`src/rtl/tsc_pkg.sv`:
```
package tsc_pkg;

  typedef enum logic [2:0] {
    SM_FREE   = 3'd0,
    SM_QB     = 3'd1,
    SM_QA     = 3'd2,
    SM_QAB    = 3'd3,
    SM_RESTRT = 3'd4,
    SM_GATE   = 3'd5,
    SM_START  = 3'd6,
    SM_EXTCK  = 3'd7
  } slave_mode_e;

  typedef enum logic [2:0] {
    SRC_IT0  = 3'd0,
    SRC_IT1  = 3'd1,
    SRC_IT2  = 3'd2,
    SRC_IT3  = 3'd3,
    SRC_AEDG = 3'd4,
    SRC_ALVL = 3'd5,
    SRC_BLVL = 3'd6,
    SRC_NONE = 3'd7
  } trig_src_e;

  typedef struct packed {
    logic step;
    logic down;
    logic reload;
  } cnt_cmd_t;

endpackage

```
`src/rtl/tsc_trig_path.sv`:
```
module tsc_trig_path
  import tsc_pkg::*;
#(
  parameter int N_IT = 4
) (
  input  logic            clk,
  input  logic            rst_n,
  input  logic            src_wr,
  input  logic [2:0]      src_d,
  input  logic            wr_open,
  input  logic [N_IT-1:0] int_trig,
  input  logic            chan_a,
  input  logic            chan_b,
  output logic [2:0]      src_q,
  output logic            a_edge,
  output logic            b_edge,
  output logic            trig_lvl,
  output logic            trig_rise
);

  logic            a_q;
  logic            b_q;
  logic            lvl_q;
  logic [N_IT-1:0] it_hit;
  logic            it_lvl;

  always_ff @(posedge clk or negedge rst_n) begin
    if (!rst_n) begin
      src_q <= SRC_IT0;
      a_q   <= 1'b0;
      b_q   <= 1'b0;
      lvl_q <= 1'b0;
    end else begin
      if (src_wr && wr_open) src_q <= src_d;
      a_q   <= chan_a;
      b_q   <= chan_b;
      lvl_q <= trig_lvl;
    end
  end

  assign a_edge = chan_a ^ a_q;
  assign b_edge = chan_b ^ b_q;

  for (genvar g = 0; g < N_IT; g++) begin : g_it
    assign it_hit[g] = int_trig[g] && (src_q == 3'(g));
  end
  assign it_lvl = |it_hit;

  always_comb begin
    case (trig_src_e'(src_q))
      SRC_AEDG: trig_lvl = a_edge;
      SRC_ALVL: trig_lvl = chan_a;
      SRC_BLVL: trig_lvl = chan_b;
      SRC_NONE: trig_lvl = 1'b0;
      default:  trig_lvl = it_lvl;
    endcase
  end

  assign trig_rise = (src_q == SRC_AEDG) ? a_edge : (trig_lvl && !lvl_q);

endmodule

```
`src/rtl/tsc_mode_ctl.sv`:
```
module tsc_mode_ctl
  import tsc_pkg::*;
(
  input  logic       clk,
  input  logic       rst_n,
  input  logic [2:0] mode,
  input  logic       cnt_en,
  input  logic [2:0] src_q,
  input  logic       trig_lvl,
  input  logic       trig_rise,
  input  logic       chan_a,
  input  logic       chan_b,
  input  logic       a_edge,
  input  logic       b_edge,
  output cnt_cmd_t   cmd,
  output logic       cfg_err,
  output logic       dir_q
);

  slave_mode_e md;
  logic        started_q;
  logic        dn_on_a;
  logic        dn_on_b;
  logic        enc_mode;

  assign md       = slave_mode_e'(mode);
  assign dn_on_a  = ~(chan_a ^ chan_b);
  assign dn_on_b  = chan_a ^ chan_b;
  assign enc_mode = (md == SM_QB) || (md == SM_QA) || (md == SM_QAB);

  always_comb begin
    cmd     = '0;
    cfg_err = 1'b0;
    case (md)
      SM_FREE: cmd.step = cnt_en;
      SM_QB: begin
        cmd.step = cnt_en && b_edge;
        cmd.down = dn_on_b;
      end
      SM_QA: begin
        cmd.step = cnt_en && a_edge;
        cmd.down = dn_on_a;
      end
      SM_QAB: begin
        cmd.step = cnt_en && (a_edge ^ b_edge);
        cmd.down = a_edge ? dn_on_a : dn_on_b;
      end
      SM_RESTRT: begin
        cmd.step   = cnt_en;
        cmd.reload = trig_rise;
      end
      SM_GATE: begin
        cfg_err  = (src_q == SRC_AEDG);
        cmd.step = cnt_en && trig_lvl && !cfg_err;
      end
      SM_START: cmd.step = cnt_en || started_q;
      SM_EXTCK: cmd.step = cnt_en && trig_rise;
      default:  cmd = '0;
    endcase
  end

  always_ff @(posedge clk or negedge rst_n) begin
    if (!rst_n) begin
      started_q <= 1'b0;
      dir_q     <= 1'b0;
    end else begin
      if (md != SM_START) started_q <= 1'b0;
      else if (trig_rise) started_q <= 1'b1;
      if (!enc_mode)     dir_q <= 1'b0;
      else if (cmd.step) dir_q <= cmd.down;
    end
  end

endmodule

```
`src/rtl/tsc_counter.sv`:
```
module tsc_counter
  import tsc_pkg::*;
#(
  parameter int CNT_W = 16
) (
  input  logic             clk,
  input  logic             rst_n,
  input  cnt_cmd_t         cmd,
  input  logic [CNT_W-1:0] arr,
  output logic [CNT_W-1:0] cnt_q,
  output logic             upd_q
);

  localparam logic [CNT_W-1:0] ONE = CNT_W'(1);

  always_ff @(posedge clk or negedge rst_n) begin
    if (!rst_n) begin
      cnt_q <= '0;
      upd_q <= 1'b0;
    end else if (cmd.reload) begin
      cnt_q <= '0;
      upd_q <= 1'b1;
    end else if (cmd.step && cmd.down) begin
      if (cnt_q == '0) begin
        cnt_q <= arr;
        upd_q <= 1'b1;
      end else begin
        cnt_q <= cnt_q - ONE;
        upd_q <= 1'b0;
      end
    end else if (cmd.step) begin
      if (cnt_q >= arr) begin
        cnt_q <= '0;
        upd_q <= 1'b1;
      end else begin
        cnt_q <= cnt_q + ONE;
        upd_q <= 1'b0;
      end
    end else begin
      upd_q <= 1'b0;
    end
  end

endmodule

```
`src/rtl/tsc_slave_ctl.sv`:
```
module tsc_slave_ctl
  import tsc_pkg::*;
#(
  parameter int CNT_W = 16,
  parameter int N_IT  = 4
) (
  input  logic             clk,
  input  logic             rst_n,
  input  logic             cnt_en_i,
  input  logic [2:0]       slave_mode_i,
  input  logic             src_wr_i,
  input  logic [2:0]       src_sel_i,
  input  logic [N_IT-1:0]  int_trig_i,
  input  logic             chan_a_i,
  input  logic             chan_b_i,
  input  logic [CNT_W-1:0] arr_i,
  output logic [CNT_W-1:0] count_o,
  output logic             dir_o,
  output logic             update_o,
  output logic             cfg_err_o
);

  logic [2:0] src_q;
  logic       a_edge;
  logic       b_edge;
  logic       trig_lvl;
  logic       trig_rise;
  cnt_cmd_t   cmd;

  tsc_trig_path #(.N_IT(N_IT)) u_trig (
    .clk       (clk),
    .rst_n     (rst_n),
    .src_wr    (src_wr_i),
    .src_d     (src_sel_i),
    .wr_open   (slave_mode_i == SM_FREE),
    .int_trig  (int_trig_i),
    .chan_a    (chan_a_i),
    .chan_b    (chan_b_i),
    .src_q     (src_q),
    .a_edge    (a_edge),
    .b_edge    (b_edge),
    .trig_lvl  (trig_lvl),
    .trig_rise (trig_rise)
  );

  tsc_mode_ctl u_mode (
    .clk       (clk),
    .rst_n     (rst_n),
    .mode      (slave_mode_i),
    .cnt_en    (cnt_en_i),
    .src_q     (src_q),
    .trig_lvl  (trig_lvl),
    .trig_rise (trig_rise),
    .chan_a    (chan_a_i),
    .chan_b    (chan_b_i),
    .a_edge    (a_edge),
    .b_edge    (b_edge),
    .cmd       (cmd),
    .cfg_err   (cfg_err_o),
    .dir_q     (dir_o)
  );

  tsc_counter #(.CNT_W(CNT_W)) u_cnt (
    .clk   (clk),
    .rst_n (rst_n),
    .cmd   (cmd),
    .arr   (arr_i),
    .cnt_q (count_o),
    .upd_q (update_o)
  );

endmodule

```
`config.mk`:
```
export PLATFORM = sky130hd
export DESIGN_NAME = tsc_slave_ctl
export DESIGN_NICKNAME = d
export VERILOG_FILES = /design/src/rtl/tsc_pkg.sv /design/src/rtl/tsc_trig_path.sv /design/src/rtl/tsc_mode_ctl.sv /design/src/rtl/tsc_counter.sv /design/src/rtl/tsc_slave_ctl.sv
export SDC_FILE = /design/constraint.sdc
export NUM_CORES = 1
export LEC_CHECK = 0
export ABC_CLOCK_PERIOD_IN_PS = 2500
export BUFFER_PORTS_ARGS = -buffer_cell sky130_fd_sc_hd__buf_2
export CAP_MARGIN = 20
export CORE_UTILIZATION = 30
export DETAILED_ROUTE_END_ITERATION = 10
export PLACE_DENSITY_LB_ADDON = 0.2
export SLEW_MARGIN = 20
export SYNTH_ARGS = -nofsm -noshare
export SYNTH_HDL_FRONTEND = slang
export SYNTH_SLANG_ARGS = --single-unit
```
`constraint.sdc`:
```
create_clock -name clk -period 2.5 [get_ports clk]
set_input_delay 0.5 -clock clk [delete_from_list [all_inputs] [get_ports clk]]
set_output_delay 0.5 -clock clk [all_outputs]
set_load 0.01 [all_outputs]
```
==> results of run 1 <==
[path summary, 6_finish.rpt]
path	start	end	slack, ns
min reg2reg	u_mode.dir_q	u_mode.dir_q	0.58
max in group asynchronous	rst_n	u_trig.a_q	1.87
max	u_trig.src_q[1]	u_cnt.cnt_q[15]	0.12
min	rst_n	u_cnt.cnt_q[5]	0.23
min in group clk	chan_b_i	u_trig.b_q	0.43
max reg2reg	u_trig.src_q[1]	u_cnt.cnt_q[15]	0.12
[kinds of logic after synthesis]
family / after synthesis / synth area share, %
and+or+nand+nor: 162 / 31.5
xor gates and xnor gates: 9 / 2.74
DFF: 25 / 21.8
muxes: 6 / 2.26
AOI/OAI and AO/OA: 91 / 24.7
buffers and inverters: 58 / 8.67
adders and majority gates: 19 / 8.28
[placed cells by master, fill, tap and decap left out, types with 4 or more instances in the layout]
master     Yosys  final
buf_2         10     50
o211ai_1       7      7
dfrtp_1       25     25
a21oi_1       13     13
nor4_1        11     10
o21ai_0       16     13
nand3b_1       4      4
xnor2_1        4      4
nor2_1        24     24
buf_4          3     54
nand3_1       24     24
nor4b_1        8      8
inv_1         22     22
nor2b_1        4      4
mux2_2         4      4
nand4_1       14     14
or3_1          6      6
a22oi_1        5      5
nor3_1        19     19
o2111ai_1     10     10
nand2_1       24     24
ha_1          19     19
xor2_1         5      5
nand2b_1       5      5
[flip-flops by register name (all words and copies together), names as in the netlist]
register          count
u_cnt.upd_q           1
u_trig.lvl_q          1
u_trig.src_q          3
u_cnt.cnt_q          16
u_mode.started_q      1
u_trig.b_q            1
u_mode.dir_q          1
u_trig.a_q            1
[routing by layer]
layer  wire, microns  vias to the layer above  part of all wire (%)
li1                -                     1558                     -
met3             561                        6                   5.8
met4              87                        0                  0.90
met1            4730                     1460                    49
met2            4310                       96                    44
met5               0                        -                     0
[area by class of cell]
cell class / count / area, sq um / area share [%]
clock buffer: 4 / 45.0 / 1.25
sequential: 25 / 626 / 17.4
multi-input combinational: 287 / 2020 / 56.0
inverter: 22 / 82.6 / 2.29
timing repair buffer: 105 / 667 / 18.5
tap: 129 / 161 / 4.49
[timing repair]
item                                    4_1_cts  5_1_grt
resized for setup                             0        5
endpoints found under the setup margin        0       13
buffers inserted                              0        2
[where the power goes]
group,internal [mW],switching [mW]
clock network,0.114,0.134
registers,0.522,0.174
logic,0.812,1.04
total,1.45,1.35
[per-stage QoR]
step                      power (mW)  util, %
after global routing            3.02     38.9
after floorplan                 1.78        -
after CTS                       2.79     38.7
after detailed placement        2.53     38.2
after global placement          2.52     38.2
final                           2.80     38.9
==> flow_summary.yaml, run 1 <==
route:
  detail-route-antenna-nets: 0
  routed_wl_mm: 9.69
  viasPerCell: 5.45
  wl_per_cell_microns: 16.9
  first_pass_iters: 7
  dr_total_vias: 3120
  drc_errors: 0
  drt-initial-drc-count: 229
sta:
  max_freq_mhz: 419
  hold_ws_ns: 0.232
  worst_pin_slew_ns: 0.616
  hold_viol_final: 0
  drv_slew: 0
  setup_viol: 0
  post-route-min-period_ns: 2.38
  rsz0062_at_grt: "no"
  setup_ws_ns: 0.116
  maxSlewHeadroom_pct: 58.3
  period_share_pct: 95.4
  finClkSkew_ns: 0.00219
  tns_ns: 0
setup_path:
  critical_path_depth: 6
  worstSetupStartpointType: "flop"
  cpLargestDelayFamily: "compound AO/OA/AOI/OAI gates"
  worst_ep_required_time_ns: 2.66
  critPathMaxStageDelay_ns: 0.51
  worstPathArrival_ns: 2.54
  crit_buf_inv: 0
  crit_chain: "nor4b_2, a211oi_1, a211o_1, o41a_1, and2_0, a221o_1"
  reg2regPathDepth: 6
  cp_slowest_cell: "o41a_1"
  path_max_fanout: 9
  crit_type: "flop to flop"
  crit_path_end_kind: "flop"
finish:
  n_fill_cell: 967
  fin_nets: 495
  n_antenna_cell: 0
  syn2layout_area_growth_pct: 25.3
  drive_above_1_share_pct: 28.7
  final_cells: 572
  final_area_sq_mm: 0.00360
global_route:
  grt_max_degree: 26
  grt_use_met1_pct: 29.9
  grt_use_met2_pct: 30.2
  grt_pass1_wl_mm: 15.5
  grt_pass1_vias: 2937
  grt_busiest_layer: "met2"
  met3_usage_pct: 2.23
  track_usage_pct: 19.8
  overflow: 0
  antenna_found_initial: 0
clock_tree:
  clkSlewWorstSetupHoldPaths_ns: 0.09
  cts.hold.buffers_added: 0
  cts_made_buffers: 3
  cts_tree: "yes"
  clkLatencyLatePin_ns: 0.27
  cts_buffer_depth: 2
  cts_max_level: 1
  cts_root_buffer: "clkbuf_8"
  cts_sinks: 25
synthesis:
  ys_seq_elements: 25
  synth_nets: 421
  synth-edff-count: 0
  synth.cell_area_sq_mm: 0.00287
  synth.lib_cells_used.distinct: 67
  synth_common_cells: "dfrtp_1 (25), nand2_1 (24), nand3_1 (24), nor2_1 (24), inv_1 (22)"
  synth.most_common_cell: "dfrtp_1"
  yosysSeqAreaShare_pct: 21.8
  synth.avg_cell_area_sq_um: 7.76
  async_reset_ff_share_pct: 100
  synthTopCellsByArea: "dfrtp_1 (22%), ha_1 (8.3%), nand3_1 (4.2%), nor3_1 (3.3%), nand2_1 (3.1%)"
  syn_inst: 370
  ys.flop_type: "dfrtp_1"
  yosysTopAreaCell: "dfrtp_1"
  yosys_warnings: 0
  yosys.area.top_type_share_pct: 21.8
power:
  power_leakage_nw: 1.59
  p_per_area_mw_per_mm2: 778
  ir_worst_vdd_v: 0.000281
floorplan:
  ios: 51
  die_h_microns: 99.9
  core-area_sq_mm: 0.00924
  dieArea_sq_mm: 0.00997
  start_util_pct: 31.1
  die_w_microns: 99.9
  rows: 35
placement:
  placed_area_sq_mm: 0.00353
  post-place-ws_ns: 0.0119
  io_buffers: 50
  place_congestion: 0.867
  place_inst: 566
  hpwl_mm: 7.73
worst_hold_path:
  hold_path_class: "input port to asynchronous set/reset pin"
run_status:
  status: "complete, no violations"
job:
  maxCapViolations: 0
(Power assumes the default switching activity.)
==> run 2, diff against run 1 <==
Settings changed: CORE_UTILIZATION 30 to 57.
==> run 2 against run 1 <==
Net effect: the run now ends with design-rule violations left; clock-buffer cell count did not move; worst hold slack got worse by 0.011 ns; sequential power fell by 3.3%; utilization rose by 33 points; first-iteration DRC count rose by 19%; combinational power fell by 6%; non-clock buffer count fell by 11; largest cell class unchanged.
==> flow_summary.yaml, run 2 (synthesized netlist as in run 1, its figures left out) <==
placement:
  hpwl_mm: 6.29
  io_buffers: 50
  place_congestion: 0.929
power:
  ir_worst_vdd_v: 0.000420
  power_leakage_nw: 1.54
  power_frac_clock_pct: 9.8
  p_per_area_mw_per_mm2: 780
  switching_power_mw: 1.29
  power_frac_comb_pct: 65.1
  swShare_pct: 48.2
  p_total_mw: 2.68
  seqPwrFrac_pct: 25.1
  internal-power_mw: 1.39
global_route:
  grt_max_degree: 26
  overflow: 0
  grt_pass1_wl_mm: 13.4
  antenna_found_initial: 0
  track_usage_pct: 32.7
  grt_pass1_vias: 2961
clock_tree:
  cts.hold.buffers_added: 0
  cts_root_buffer: "clkbuf_8"
  cts_tree: "yes"
  cts_sinks: 25
  clkLatencyLatePin_ns: 0.28
  clkSlewWorstSetupHoldPaths_ns: 0.10
  cts_buffer_depth: 2
  cts_max_level: 1
  cts_made_buffers: 3
route:
  routed_wl_mm: 8.38
  detail-route-antenna-nets: 0
  wl_per_cell_microns: 16.8
  first_pass_iters: 8
  drc_errors: 1
  drt-initial-drc-count: 273
  dr_total_vias: 3208
  viasPerCell: 6.43
floorplan:
  ios: 51
  die_h_microns: 73.0
  die_w_microns: 73.0
  start_util_pct: 60.0
  dieArea_sq_mm: 0.00533
  rows: 25
  core-area_sq_mm: 0.00479
finish:
  syn2layout_area_growth_pct: 19.6
  n_antenna_cell: 0
  fin_nets: 484
  regMostFlops: "u_cnt.cnt_q"
  layout_common_cells: "buf_2 (50), buf_4 (44), dfrtp_1 (25)"
  reg_top3: "u_cnt.cnt_q (16), u_trig.src_q (3)"
  drive_above_1_share_pct: 26.9
  layout_commonest_cell: "buf_2"
  n_fill_cell: 401
  largest_reg_flops: 16
sta:
  hold_ws_ns: 0.221
  max_freq_mhz: 415
  post-route-min-period_ns: 2.41
  finClkSkew_ns: 0.00358
  rsz0062_at_grt: "no"
  hold_viol_final: 0
  maxSlewHeadroom_pct: 52.3
  tns_ns: 0
  period_share_pct: 96.4
  setup_viol: 0
  drv_slew: 0
  worst_pin_slew_ns: 0.705
run_status:
  violations: "design-rule violations"
  status: "finished, violations left"
setup_path:
  worstSetupStartpointType: "flop"
  worst_ep_required_time_ns: 2.70
  path_max_fanout: 11
  crit_type: "flop to flop"
  crit_path_end_kind: "flop"
  worstPathArrival_ns: 2.61
  regToRegSetupSlack_ns: 0.09
job:
  maxCapViolations: 0
worst_hold_path:
  hold_path_class: "input port to asynchronous set/reset pin"
[run 2: cell types whose count changed in the layout (fill, tap and decap cells not counted), sizes merged]
cell,previous run,this run
buf,105,94
[run 2: power by group through the flow]
stage | Combinational (mW) | Sequential [mW] | Clock (mW)
floorplan | 1.09 | 0.687 | 0
global placement | 1.67 | 0.669 | 0
detailed placement | 1.71 | 0.675 | 0
CTS | 1.72 | 0.666 | 0.265
global route | 1.91 | 0.693 | 0.275
finish | 1.74 | 0.673 | 0.263
[run 2: per-stage QoR]
step	instance area, sq um	setup WS [ns]	instances	util [%]
final	3430	0.0898	499	71.8
after global routing	3430	0.00796	499	71.8
after CTS	3410	0.103	497	71.3
after detailed placement	3370	-0.00481	493	70.4
after global placement	3370	0.0487	493	70.4
after floorplan	2870	0.128	370	-
[run 2: area by class of cell]
class	count	area (sq um)	share of cell area, %
Clock buffer	4	45.0	1.31
Inverter	22	82.6	2.40
Tap cell	67	83.8	2.44
Multi-Input combinational cell	287	2020	58.7
Sequential cell	25	626	18.2
Timing Repair Buffer	94	581	16.9
[run 2: worst paths after layout]
check                                     start              end  depth (start not counted)
worst max-delay path             u_cnt.cnt_q[1]  u_cnt.cnt_q[14]                          8
worst min-delay path                      rst_n   u_cnt.cnt_q[0]                          1
worst max register to register   u_cnt.cnt_q[1]  u_cnt.cnt_q[14]                          8
worst min register to register  u_trig.src_q[2]  u_trig.src_q[2]                          1
max in group asynchronous                 rst_n   u_cnt.cnt_q[8]                          1
min in group clk                       chan_b_i       u_trig.b_q                          1
[run 2: worst max-delay path: stages, from the launching register on]
cell and delay [ns]:
dfrtp_1 0.53, ha_1 0.29, o211ai_1 0.18, nor2_1 0.08
o2111a_1 0.40, nor3_2 0.38, buf_4 0.20, a22oi_1 0.08
o22ai_1 0.18
[run 2: metal layers]
metal  vias up  wire, microns  track usage, %
li1       1529              -               -
met4         0            183            13.5
met1      1495           3470            39.8
met2       165           4190            58.3
met5         -              0               0
met3        19            539            3.31
[run 2: timing repair]
action                                  CTS  global route
endpoints found under the setup margin    0             2
resized for setup                         0             1
buffers inserted                          0             2
hold endpoints to repair                  0             0
